## src/rtl/sic_pkg.sv

```systemverilog
package sic_pkg;
  // word indexes; their values are the bus map
  localparam int IDX_STATUS  = 0;
  localparam int IDX_RAW     = 1;
  localparam int IDX_MASK    = 2;  // read mask / write OR-set
  localparam int IDX_MCLR    = 3;
  localparam int IDX_SOFT    = 4;  // read level[0] / write sets mask[0]
  localparam int IDX_SOFTCLR = 5;
  localparam int IDX_PT      = 8;  // read pt / write OR-set (restricted)
  localparam int IDX_PTCLR   = 9;
endpackage

```

## src/rtl/sic_level.sv

```systemverilog
module sic_level #(
  parameter int N = 32
) (
  input  logic         clk_i,
  input  logic         rst_ni,
  input  logic [N-1:0] irq_i,
  output logic [N-1:0] level_o
);
  logic [N-1:0] level_q;

  always_ff @(posedge clk_i or negedge rst_ni) begin
    if (!rst_ni) level_q <= '0;
    else         level_q <= irq_i;
  end

  assign level_o = level_q;

  assert_level_track_R1: assert property (@(posedge clk_i) disable iff (!rst_ni)
    $past(rst_ni) |-> (level_o == $past(irq_i)));
endmodule

```

## src/rtl/sic_regs.sv

```systemverilog
module sic_regs #(
  parameter int N      = 32,
  parameter int ADDR_W = 12,
  parameter int PT_LO  = 21,
  parameter int PT_HI  = 30
) (
  input  logic              clk_i,
  input  logic              rst_ni,
  input  logic              sel_i,
  input  logic              we_i,
  input  logic [ADDR_W-1:0] addr_i,
  input  logic [N-1:0]      wdata_i,
  input  logic [N-1:0]      level_i,
  output logic [N-1:0]      rdata_o,
  output logic [N-1:0]      mask_o,
  output logic [N-1:0]      pt_o
);
  import sic_pkg::*;

  localparam int IDX_W = ADDR_W - 2;
  localparam logic [IDX_W-1:0] I_STAT = IDX_W'(IDX_STATUS);
  localparam logic [IDX_W-1:0] I_RAW  = IDX_W'(IDX_RAW);
  localparam logic [IDX_W-1:0] I_MSET = IDX_W'(IDX_MASK);
  localparam logic [IDX_W-1:0] I_MCLR = IDX_W'(IDX_MCLR);
  localparam logic [IDX_W-1:0] I_SSET = IDX_W'(IDX_SOFT);
  localparam logic [IDX_W-1:0] I_SCLR = IDX_W'(IDX_SOFTCLR);
  localparam logic [IDX_W-1:0] I_PSET = IDX_W'(IDX_PT);
  localparam logic [IDX_W-1:0] I_PCLR = IDX_W'(IDX_PTCLR);

  function automatic logic [N-1:0] pt_allow_f();
    logic [N-1:0] m;
    for (int k = 0; k < N; k++) m[k] = (k >= PT_LO) && (k <= PT_HI);
    return m;
  endfunction
  localparam logic [N-1:0] PT_ALLOW = pt_allow_f();
  localparam logic [N-1:0] BIT0     = N'(1);

  logic [IDX_W-1:0] idx;
  logic             wr, rd, wnz, wr_known;
  logic [N-1:0]     mask_q, mask_d, pt_q, pt_d, rd_val, rdata_q;

  assign idx = addr_i[ADDR_W-1:2];
  assign wr  = sel_i && we_i;
  assign rd  = sel_i && !we_i;
  assign wnz = |wdata_i;

  always_comb begin
    mask_d   = mask_q;
    pt_d     = pt_q;
    wr_known = 1'b0;
    if (wr) begin
      unique case (idx)
        I_MSET: begin mask_d = mask_q | wdata_i;          wr_known = 1'b1; end
        I_MCLR: begin mask_d = mask_q & ~wdata_i;         wr_known = 1'b1; end
        I_SSET: begin if (wnz) mask_d = mask_q | BIT0;    wr_known = 1'b1; end
        I_SCLR: begin if (wnz) mask_d = mask_q & ~BIT0;   wr_known = 1'b1; end
        I_PSET: begin pt_d = pt_q | (wdata_i & PT_ALLOW); wr_known = 1'b1; end
        I_PCLR: begin pt_d = pt_q & ~wdata_i;             wr_known = 1'b1; end
        default: ;
      endcase
    end
  end

  always_comb begin
    unique case (idx)
      I_STAT:  rd_val = level_i & mask_q;
      I_RAW:   rd_val = level_i;
      I_MSET:  rd_val = mask_q;
      I_SSET:  rd_val = {{(N-1){1'b0}}, level_i[0]};
      I_PSET:  rd_val = pt_q;
      default: rd_val = '0;
    endcase
  end

  always_ff @(posedge clk_i or negedge rst_ni) begin
    if (!rst_ni) begin
      mask_q  <= '0;
      pt_q    <= '0;
      rdata_q <= '0;
    end else begin
      mask_q  <= mask_d;
      pt_q    <= pt_d;
      rdata_q <= rd ? rd_val : '0;
    end
  end

  assign mask_o  = mask_q;
  assign pt_o    = pt_q;
  assign rdata_o = rdata_q;

  assert_mask_set_R4: assert property (@(posedge clk_i) disable iff (!rst_ni)
    (wr && idx == I_MSET) |=> ((mask_q & $past(wdata_i)) == $past(wdata_i)));
  assert_mask_clr_R4: assert property (@(posedge clk_i) disable iff (!rst_ni)
    (wr && idx == I_MCLR) |=> ((mask_q & $past(wdata_i)) == '0));
  assert_soft_clr_R5: assert property (@(posedge clk_i) disable iff (!rst_ni)
    (wr && idx == I_SCLR && wnz) |=> !mask_q[0]);
  assert_soft_zero_R5: assert property (@(posedge clk_i) disable iff (!rst_ni)
    (wr && (idx == I_SSET || idx == I_SCLR) && !wnz) |=> $stable(mask_q));
  assert_pt_clr_R6: assert property (@(posedge clk_i) disable iff (!rst_ni)
    (wr && idx == I_PCLR) |=> ((pt_q & $past(wdata_i)) == '0));
  assert_ignore_R9: assert property (@(posedge clk_i) disable iff (!rst_ni)
    (wr && !wr_known) |=> ($stable(mask_q) && $stable(pt_q)));
  assert_rd_idle_R11: assert property (@(posedge clk_i) disable iff (!rst_ni)
    !rd |=> (rdata_o == '0));
endmodule

```

## src/rtl/sic_route.sv

```systemverilog
module sic_route #(
  parameter int N        = 32,
  parameter int SUM_LINE = N - 1
) (
  input  logic         clk_i,
  input  logic         rst_ni,
  input  logic [N-1:0] level_i,
  input  logic [N-1:0] mask_i,
  input  logic [N-1:0] pt_i,
  output logic [N-1:0] irq_o
);
  localparam logic [N-1:0] SUM_BIT = N'(1) << SUM_LINE;

  logic [N-1:0] out_q;

  for (genvar g = 0; g < N; g++) begin : g_line
    logic nxt;
    if (g == SUM_LINE) begin : g_sum
      assign nxt = |(level_i & mask_i);
    end else begin : g_pass
      assign nxt = pt_i[g] & level_i[g];
    end
    always_ff @(posedge clk_i or negedge rst_ni) begin
      if (!rst_ni) out_q[g] <= 1'b0;
      else         out_q[g] <= nxt;
    end
  end

  assign irq_o = out_q;

  assert_summary_R2: assert property (@(posedge clk_i) disable iff (!rst_ni)
    $past(rst_ni) |-> (irq_o[SUM_LINE] == |($past(level_i) & $past(mask_i))));
  assert_pt_follow_R7: assert property (@(posedge clk_i) disable iff (!rst_ni)
    $past(rst_ni) |-> ((irq_o & $past(pt_i) & ~SUM_BIT) ==
                       ($past(level_i) & $past(pt_i) & ~SUM_BIT)));
  assert_idle_low_R8: assert property (@(posedge clk_i) disable iff (!rst_ni)
    (irq_o & ~SUM_BIT & ~$past(pt_i)) == '0);
endmodule

```

## src/rtl/sic_top.sv

```systemverilog
module sic_top #(
  parameter int N        = 32,
  parameter int ADDR_W   = 12,
  parameter int SUM_LINE = N - 1,
  parameter int PT_LO    = 21,
  parameter int PT_HI    = 30
) (
  input  logic              clk_i,
  input  logic              rst_ni,
  input  logic              sel_i,
  input  logic              we_i,
  input  logic [ADDR_W-1:0] addr_i,
  input  logic [N-1:0]      wdata_i,
  output logic [N-1:0]      rdata_o,
  input  logic [N-1:0]      irq_i,
  output logic [N-1:0]      irq_o
);
  logic [N-1:0] level, mask, pt;

  sic_level #(.N(N)) u_level (
    .clk_i(clk_i), .rst_ni(rst_ni), .irq_i(irq_i), .level_o(level)
  );

  sic_regs #(.N(N), .ADDR_W(ADDR_W), .PT_LO(PT_LO), .PT_HI(PT_HI)) u_regs (
    .clk_i(clk_i), .rst_ni(rst_ni), .sel_i(sel_i), .we_i(we_i),
    .addr_i(addr_i), .wdata_i(wdata_i), .level_i(level),
    .rdata_o(rdata_o), .mask_o(mask), .pt_o(pt)
  );

  sic_route #(.N(N), .SUM_LINE(SUM_LINE)) u_route (
    .clk_i(clk_i), .rst_ni(rst_ni), .level_i(level), .mask_i(mask),
    .pt_i(pt), .irq_o(irq_o)
  );

  assert_reset_quiet_R10: assert property (@(posedge clk_i) disable iff (!rst_ni)
    !$past(rst_ni) |-> (irq_o == '0 && rdata_o == '0));
endmodule

```

## config.mk

```make
export PLATFORM = sky130hd
export DESIGN_NAME = sic_top
export DESIGN_NICKNAME = d
export VERILOG_FILES = /design/src/rtl/sic_pkg.sv /design/src/rtl/sic_level.sv /design/src/rtl/sic_regs.sv /design/src/rtl/sic_route.sv /design/src/rtl/sic_top.sv
export SDC_FILE = /design/constraint.sdc
export NUM_CORES = 1
export LEC_CHECK = 0
export ABC_AREA = 0
export BUFFER_PORTS_ARGS = -buffer_cell sky130_fd_sc_hd__buf_4
export CAP_MARGIN = 5
export CORE_ASPECT_RATIO = 0.8
export CORE_MARGIN = 3
export CORE_UTILIZATION = 46
export DETAILED_ROUTE_END_ITERATION = 8
export GPL_TIMING_DRIVEN = 1
export PLACE_DENSITY = 0.67
export SYNTH_ARGS = -nofsm -noshare
export SYNTH_HDL_FRONTEND = slang
export SYNTH_SLANG_ARGS = --single-unit
```

## constraint.sdc

```tcl
create_clock -name clk_i -period 1.64 [get_ports clk_i]
set_input_delay 0.246 -clock clk_i [delete_from_list [all_inputs] [get_ports clk_i]]
set_output_delay 0.246 -clock clk_i [all_outputs]
set_load 0.05 [all_outputs]
```

# Word-level counts from Yosys, hierarchy flattened
# Cells that the tools add are included.
dict set report word_totals {
  input_bits 80
  register_bits 160
  out_inout_bits 64
}
dict set report op_classes {
  n_eq_ne 9
  bitwise_logic 39
  reduce_logical 12
  muxes 6
}
# cell n
set ops {}
lappend ops {{case mux 32 bit (5 select lines)} 1}
lappend ops {{case mux 32 bit (4 select lines)} 1}
lappend ops {{bitwise AND 32 bit} 3}
lappend ops {{case mux 32 bit (2 select lines)} 1}
lappend ops {{OR reduction 32 bit} 2}
lappend ops {{2-to-1 mux 32 bit} 1}
lappend ops {{inverter 32 bit} 1}
lappend ops {{bitwise OR 32 x 31 -> 32 bit} 1}
lappend ops {{bitwise OR 32 bit} 1}
lappend ops {{bitwise AND 1 bit} 31}
lappend ops {{== test 10 x 2 -> 1 bit (second input constant)} 2}
lappend ops {{== test 10 x 3 -> 1 bit (second input constant)} 2}
lappend ops {{== test 10 x 4 -> 1 bit (second input constant)} 2}
lappend ops {{== test 10 x 1 -> 1 bit (second input constant)} 1}
lappend ops {{logical NOT 10 bit} 1}
lappend ops {{AND reduction 4 bit} 2}
lappend ops {{inequality test 2 x 1 -> 1 bit (second input constant)} 2}
lappend ops {{nonzero test 2 bit} 2}
lappend ops {{nonzero test 4 bit} 1}
lappend ops {{logical AND 1 bit} 2}
lappend ops {{2-to-1 mux 1 bit} 2}
lappend ops {{inverter 1 bit} 2}
lappend ops {{AND reduction 2 bit} 1}
lappend ops {{logical NOT 1 bit} 1}

# Depth between registers and ports, before layout
# Gate-level depths: netlist (run 1).
dict set report depth {
  depth_word 3
  depth_mapped 7
}

# Hierarchy
# From an unflattened synthesis (run 1), not the netlist that was laid out.
dict set report unflattened {
  cells_unflattened 524
  area_unflattened_um2 6331.1
}
# mod area_per_inst_um2 seq_area_each_um2 instances cells_per_inst
set by_module_without_submodules {}
lappend by_module_without_submodules {sic_regs 4376.7 2402.3 1 408}
lappend by_module_without_submodules {sic_route 1153.6 800.8 1 84}
lappend by_module_without_submodules {sic_level 800.8 800.8 1 32}

# Least setup slack after synthesis (run 1)
# Ideal clock, no wire load.
dict set report synth_timing {
  path_type {input port to flip-flop}
  start {input addr_i[7]}
  end {register u_regs.mask_q[27] (netlist: u_regs.mask_o[27])}
  n_path_buf 1
  t_arrival_ns 1.565
  t_required_ns 1.519
  stages 6
  setup_slack_ns -0.046
  path_cell_list {or4_4 nor3_4 nand3_2 nor4_4 buf_6 a21oi_1}
}
dict set report synth_between {
  elab_chain_cells 3
}
# item line
set synth_lines {}
lappend synth_lines {{from (decl)} sic_top.sv:12} ;# input logic [ADDR_W-1:0] addr_i,
lappend synth_lines {{== test 10 x 2 -> 1 bit or == test 10 x 3 -> 1 bit (tied branches)} sic_regs.sv:52} ;# unique case (idx)
lappend synth_lines {{nonzero test 2 bit (no source line) or inverter 1 bit (tied branches)} -}
lappend synth_lines {{AND reduction 4 bit (no source line)} -}
lappend synth_lines {{to (signal assigned)} sic_regs.sv:81} ;# mask_q <= mask_d;
lappend synth_lines {{to (decl)} sic_regs.sv:40} ;# logic [N-1:0] mask_q, mask_d, pt_q, pt_d, rd_val, rdata_q;
# Several ways; a longest one is shown, not always the timed one.
# A chain may end at the register's enable or synchronous reset.

# Worst setup path in the final report (run 1)
dict set report layout_timing {
  start {input addr_i[7]}
  end {register u_regs.mask_q[13] (netlist: u_regs.mask_o[13])}
}
# The elaborated chain is that of the path after synthesis.

==> results of run 1 <==
timing repair:
action                    in CTS  in global routing
setup buffers                  0                  0
hold buffers                  33                  0
hold endpoints to repair      71                  0
cell type report:
cell class,instances,area share
Inverter,11,0.00498
Tap cell,171,0.0258
Timing Repair Buffer,205,0.202
Sequential cell,160,0.483
Clock buffer,20,0.0526
Multi-Input combinational cell,294,0.215
Clock inverter,11,0.0170
worst min path at each step:
| stage | start | end | slack (ps) | depth (start not counted) |
|---|---|---|---|---|
| floorplan | rst_ni | asynchronous set/reset pin | -50 | 0 |
| global placement | rst_ni | u_route.irq_o[18] | 200 | 1 |
| detailed placement | rst_ni | u_route.irq_o[18] | 200 | 1 |
| CTS | wdata_i[8] | u_regs.mask_o[8] | 10 | 2 |
| global route | wdata_i[8] | u_regs.mask_o[8] | 20 | 2 |
| finish | wdata_i[8] | u_regs.mask_o[8] | 20 | 2 |
cells in the mapped netlist, types with 2 or more instances:
master	count	area share
a21boi_0	20	0.025
a21boi_1	2	0.0025
a21oi_1	60	0.050
a21oi_2	2	0.0029
a22oi_1	16	0.020
and2_1	32	0.034
and3_1	4	0.0042
buf_2	8	0.0067
buf_4	2	0.0025
buf_6	3	0.0057
clkbuf_1	14	0.0088
dfrtp_1	160	0.67
inv_1	11	0.0069
mux2i_1	11	0.018
nand2_1	42	0.026
nand4_1	8	0.0084
nor2_1	2	0.0013
nor2b_1	2	0.0021
nor4_1	11	0.012
nor4b_1	2	0.0029
o211ai_1	2	0.0025
o21ai_0	28	0.024
o21ai_1	5	0.0042
o22ai_1	31	0.033
worst max-delay path, stage by stage:
cell     delay, ps
buf_4          110
or4_4          560
nor3_4         200
nand3_2        140
nor4_4         170
buf_4          290
a21oi_1        110
cell families after synthesis:
kind of cell / share of synthesized area
multiplexers: 0.0185
buffers and inverters: 0.0307
AND/OR/NAND/NOR: 0.109
AO/OA/AOI/OAI: 0.168
XOR/XNOR: 0.00147
flip-flops: 0.672
sequential cells by signal, summed over array words and instances, names as in the netlist, named ones only:
signal           flops
u_regs.mask_o       32
u_regs.rdata_o      32
u_route.irq_o       32
u_level.level_o     32
u_regs.pt_o         22
metrics by stage:
step / area (um2) / util
detailed placement: 7390 / 0.594
finish: 8300 / 0.667
CTS: 8300 / 0.667
global route: 8300 / 0.667
global placement: 7390 / 0.594
floorplan: 5980 / -
per-layer routing:
metal | vias to the layer above | share of wire | global-route usage
li1 | 2156 | - | -
met1 | 2346 | 0.43 | 0.326
met2 | 196 | 0.49 | 0.381
met3 | 24 | 0.065 | 0.0570
met4 | 0 | 0.018 | 0.0947
met5 | - | 0 | 0
power groups by stage:
stage          clock network [uW]  logic [uW]  registers [uW]
6_report                     3890         632            4080
5_1_grt                      4110         685            4090
4_1_cts                      3940         634            4080
3_5_place_dp                    0         568            4150
3_3_place_gp                    0         559            4150
2_1_floorplan                   0         122            4190
==> results.cfg, run 1 <==
[outcome]
status = finished clean

[grt]
antenna_found_initial = 0
grt_pass1_vias = 4926
grt_util_all_layers = 0.241
grt_max_degree = 48
grt_first_pass_wirelength_um = 26400
overflow = 0

[run]
maxCapViolCount = 0

[clocking]
clockBufferDepth = 2
cts_sinks = 160
cts_inserted_buffers = 17
cts_tree = done
htreeDepth = 4
cts_resized = 0
clk_latency_ps = 420
clockRootBuffer = clkbuf_16
path_clk_slew_ps = 70

[sta]
slew_headroom = 0.694
whs_ps = 23.6
finalSetupViolations = 0
hold_viol = 0
worst_slew_pin_slew_ps = 454
rsz0062_at_grt = no
skew_ps = 10.5
max_freq_mhz = 645
finalCritPeriodShare = 0.945
min_period_ps = 1550
finalSetupTns_ps = 0
worst_slack_ps = 89.6
slew_violations = 0

[hold_path]
min_path_type = in -> reg

[power]
switching_power_uw = 1910
p_leak_uw = 0.00405
seqPwrFrac = 0.475
power_density_nw_per_um2 = 1040
p_int_uw = 6690
clkPwrFrac = 0.452
power_uw = 8600
netSwitchingFraction = 0.223
p_comb_frac = 0.073
ir_drop_uv = 692

[cells_and_area]
fin_nets = 769
diodes = 0
seqCellArea_um2 = 4000
multi_input_comb_area_um2 = 1780
layout-drive-gt1-share = 0.304
nFillCells = 945
layout_commonest_cell = buf_4
instances_no_fill = 872
layout_common_cells = buf_4 (167), dfrtp_1 (160), a21oi_1 (56)
area_delta_synth_final_pct = 39.3

[die]
die_w_um = 133
start_util = 0.479
num_io_pins = 144
placementRows = 36
core-area_um2 = 12400
die_area_um2 = 14400
die-height_um = 108

[synth]
synth_cells = 492
yosysSeqAreaShare = 0.672
syn_area_um2 = 5960
synth_edf_count = 0
ys_ff_latch = 160
synth_warnings = 0
avgSynthCellArea_um2 = 12.1
async_flop_share = 1.00
syn_nets = 572
synthDistinctLibCells = 38
synth_ff_type = dfrtp_1

[routing]
drcViolationCount = 0
num_vias = 4722
ant_nets = 0
wirelength_um = 16800
wl_per_cell_um = 19.2
drt_iter0_markers = 373
via_per_inst = 5.42
drt_pass1_iterations = 5

[setup_path]
cp-end-kind = flop
crit_path_start_kind = input pin
timing.critical_path.from = addr_i[7]
critPathMaxFanout = 16
crit_arrival_ps = 1840
worstSetupEndpoint = u_regs.mask_o[13]
r2r_setup_slack_ps = 140
worstSetupPathType = in -> reg
reg2reg_from = u_level.level_o[27]
reg2reg_depth = 3
reg2reg_to = u_route.irq_o[31]
crit_required_ps = 1930

[placement]
gp_congestion = 0.872
place_inst = 808
portBuffers = 141
place_hpwl_um = 11600
pre_cts_slack_ps = -339
No activity file was read; power rests on OpenSTA's default activity.
==> run 2, diff against run 1 <==
--- a/config.mk
+++ b/config.mk
@@ -14,6 +14,7 @@
 export DETAILED_ROUTE_END_ITERATION = 8
 export GPL_TIMING_DRIVEN = 1
 export PLACE_DENSITY = 0.67
+export REMOVE_ABC_BUFFERS = 1
 export SYNTH_ARGS = -nofsm -noshare
 export SYNTH_HDL_FRONTEND = slang
 export SYNTH_SLANG_ARGS = --single-unit
==> run 2 against run 1 <==
Count of clock-buffer cells in the layout is 1 higher. Sequential power about the same. Largest power group is now clock. First-iteration DRC count is 14% higher. Global-route usage decreased by 0.75 points. Maximum frequency rose by 1.7%. Clock power rose by 10%. Critical path depth shrank 4. Power rose by 4.4%. Cell count shrank 0.92%. Worst setup slack improved by 26 ps.
==> results.cfg, run 2 (synthesis gave the netlist of run 1 again) <==
[routing]
via_per_inst = 5.46
drt_iter0_markers = 427
ant_nets = 0
drt_pass1_iterations = 5
wl_per_cell_um = 18.7
drcViolationCount = 0
num_vias = 4715
wirelength_um = 16100

[cells_and_area]
diodes = 0
fin_area_um2 = 8310
layout-drive-gt1-share = 0.291
nFillCells = 951
area_delta_synth_final_pct = 39.5
layout_commonest_cell = dfrtp_1
fin_nets = 762
layout_common_cells = dfrtp_1 (160), buf_4 (159), a21oi_1 (60)

[hold_path]
hold_path.startpoint = wdata_i[2]
hold_path_depth = 2
min_path_type = in -> reg
min_to = u_regs.mask_o[2]

[grt]
grt_pass1_vias = 4769
overflow = 0
grt_max_degree = 69
grt_use_met1 = 0.333
antenna_found_initial = 0
met2_usage = 0.360
grt_util_all_layers = 0.233
grt_first_pass_wirelength_um = 25600
met3_usage = 0.0598
busiest_layer = met2

[die]
die_w_um = 133
placementRows = 36
die-height_um = 108
die_area_um2 = 14400
core-area_um2 = 12400
num_io_pins = 144
start_util = 0.479

[placement]
gp_congestion = 0.854
pre_cts_slack_ps = -274
dpl-instance-area_um2 = 7330
portBuffers = 141
place_hpwl_um = 10800

[setup_path]
cp-end-kind = flop
critPathMaxStageDelay_ps = 540
reg2reg_from = u_level.level_o[12]
cp_slowest_cell = or4_1
crit_arrival_ps = 1810
critPathMaxFanout = 3
r2r_setup_slack_ps = 120
reg2reg_depth = 3
worstSetupPathType = reg -> reg
crit_required_ps = 1920
reg2reg_to = u_route.irq_o[31]
crit_chain = a22oi_1, nand4_1, or4_1
crit_path_start_kind = flop

[power]
p_leak_uw = 0.00405
power_uw = 8980
ir_drop_uv = 778
power_density_nw_per_um2 = 1080

[sta]
worst_slack_ps = 116
skew_ps = 7.25
min_period_ps = 1520
worst_slew_pin_slew_ps = 517
finalCritPeriodShare = 0.929
finalSetupTns_ps = 0
rsz0062_at_grt = no
max_freq_mhz = 656
hold_viol = 0
finalSetupViolations = 0
slew_headroom = 0.652
slew_violations = 0

[run]
maxCapViolCount = 0

[outcome]
status = finished clean

[clocking]
cts_sinks = 160
cts_inserted_buffers = 17
htreeDepth = 4
clk_latency_ps = 420
path_clk_slew_ps = 60
clockRootBuffer = clkbuf_16
clockBufferDepth = 2
postCtsSetupBuffers = 0
cts_tree = done
run 2: cell count changes in the layout (fill, tap and decap cells not counted), moves of 2 or more:
cell,previous run,this run
clkbuf_8,0,2
a21oi_1,56,60
buf_4,167,159
bufinv_16,3,5
a21oi_2,6,2
clkinv_2,4,0
run 2: cell type report:
class	count	area (um2)	share of cell area
Timing Repair Buffer	198	1640	0.197
Tap cell	171	214	0.0258
Inverter	11	41.3	0.00497
Multi-Input combinational cell	294	1770	0.213
Clock buffer	21	460	0.0554
Clock inverter	9	181	0.0218
Sequential cell	160	4000	0.482
run 2: worst max-delay path by stage:
stage	slack [ps]	depth (start not counted)	end	from
floorplan	-550	5	u_regs.mask_o[10]	addr_i[7]
global placement	-230	7	u_regs.pt_o[20]	addr_i[7]
detailed placement	-270	7	u_regs.pt_o[3]	addr_i[7]
CTS	130	3	u_route.irq_o[31]	u_level.level_o[12]
global route	60	7	u_regs.pt_o[13]	addr_i[7]
finish	120	3	u_route.irq_o[31]	u_level.level_o[12]
run 2: routing by layer:
layer,part of all wire,vias up
li1,-,2140
met1,0.45,2333
met2,0.46,227
met3,0.080,15
met4,0.0095,0
met5,0,-
run 2: power breakdown:
part	leakage [uW]	switching (uW)	total, uW	internal (uW)
sequential	0.00208	55.8	4080	4020
combinational	0.00167	336	621	285
clock	0.000302	1510	4280	2770
total	0.00405	1900	8980	7080
run 2: what timing repair did:
item,CTS,global route
gates resized for setup,0,0
hold endpoints to repair,65,0
hold buffers,33,0
run 2: per-stage QoR:
| step | util | std cells | hold WS [ps] |
|---|---|---|---|
| global route | 0.668 | 864 | 3.97 |
| floorplan | - | 465 | -49.6 |
| finish | 0.668 | 864 | 16.9 |
| detailed placement | 0.590 | 801 | 156 |
| global placement | 0.590 | 801 | 154 |
| CTS | 0.668 | 864 | 0.538 |
run 2: worst max-delay path: cells and delay by family, from the launching register on:
family	cells	cell delay [ps]
and+or+nand+nor	2	740
DFF	1	390
AOI/OAI and AO/OA	1	260
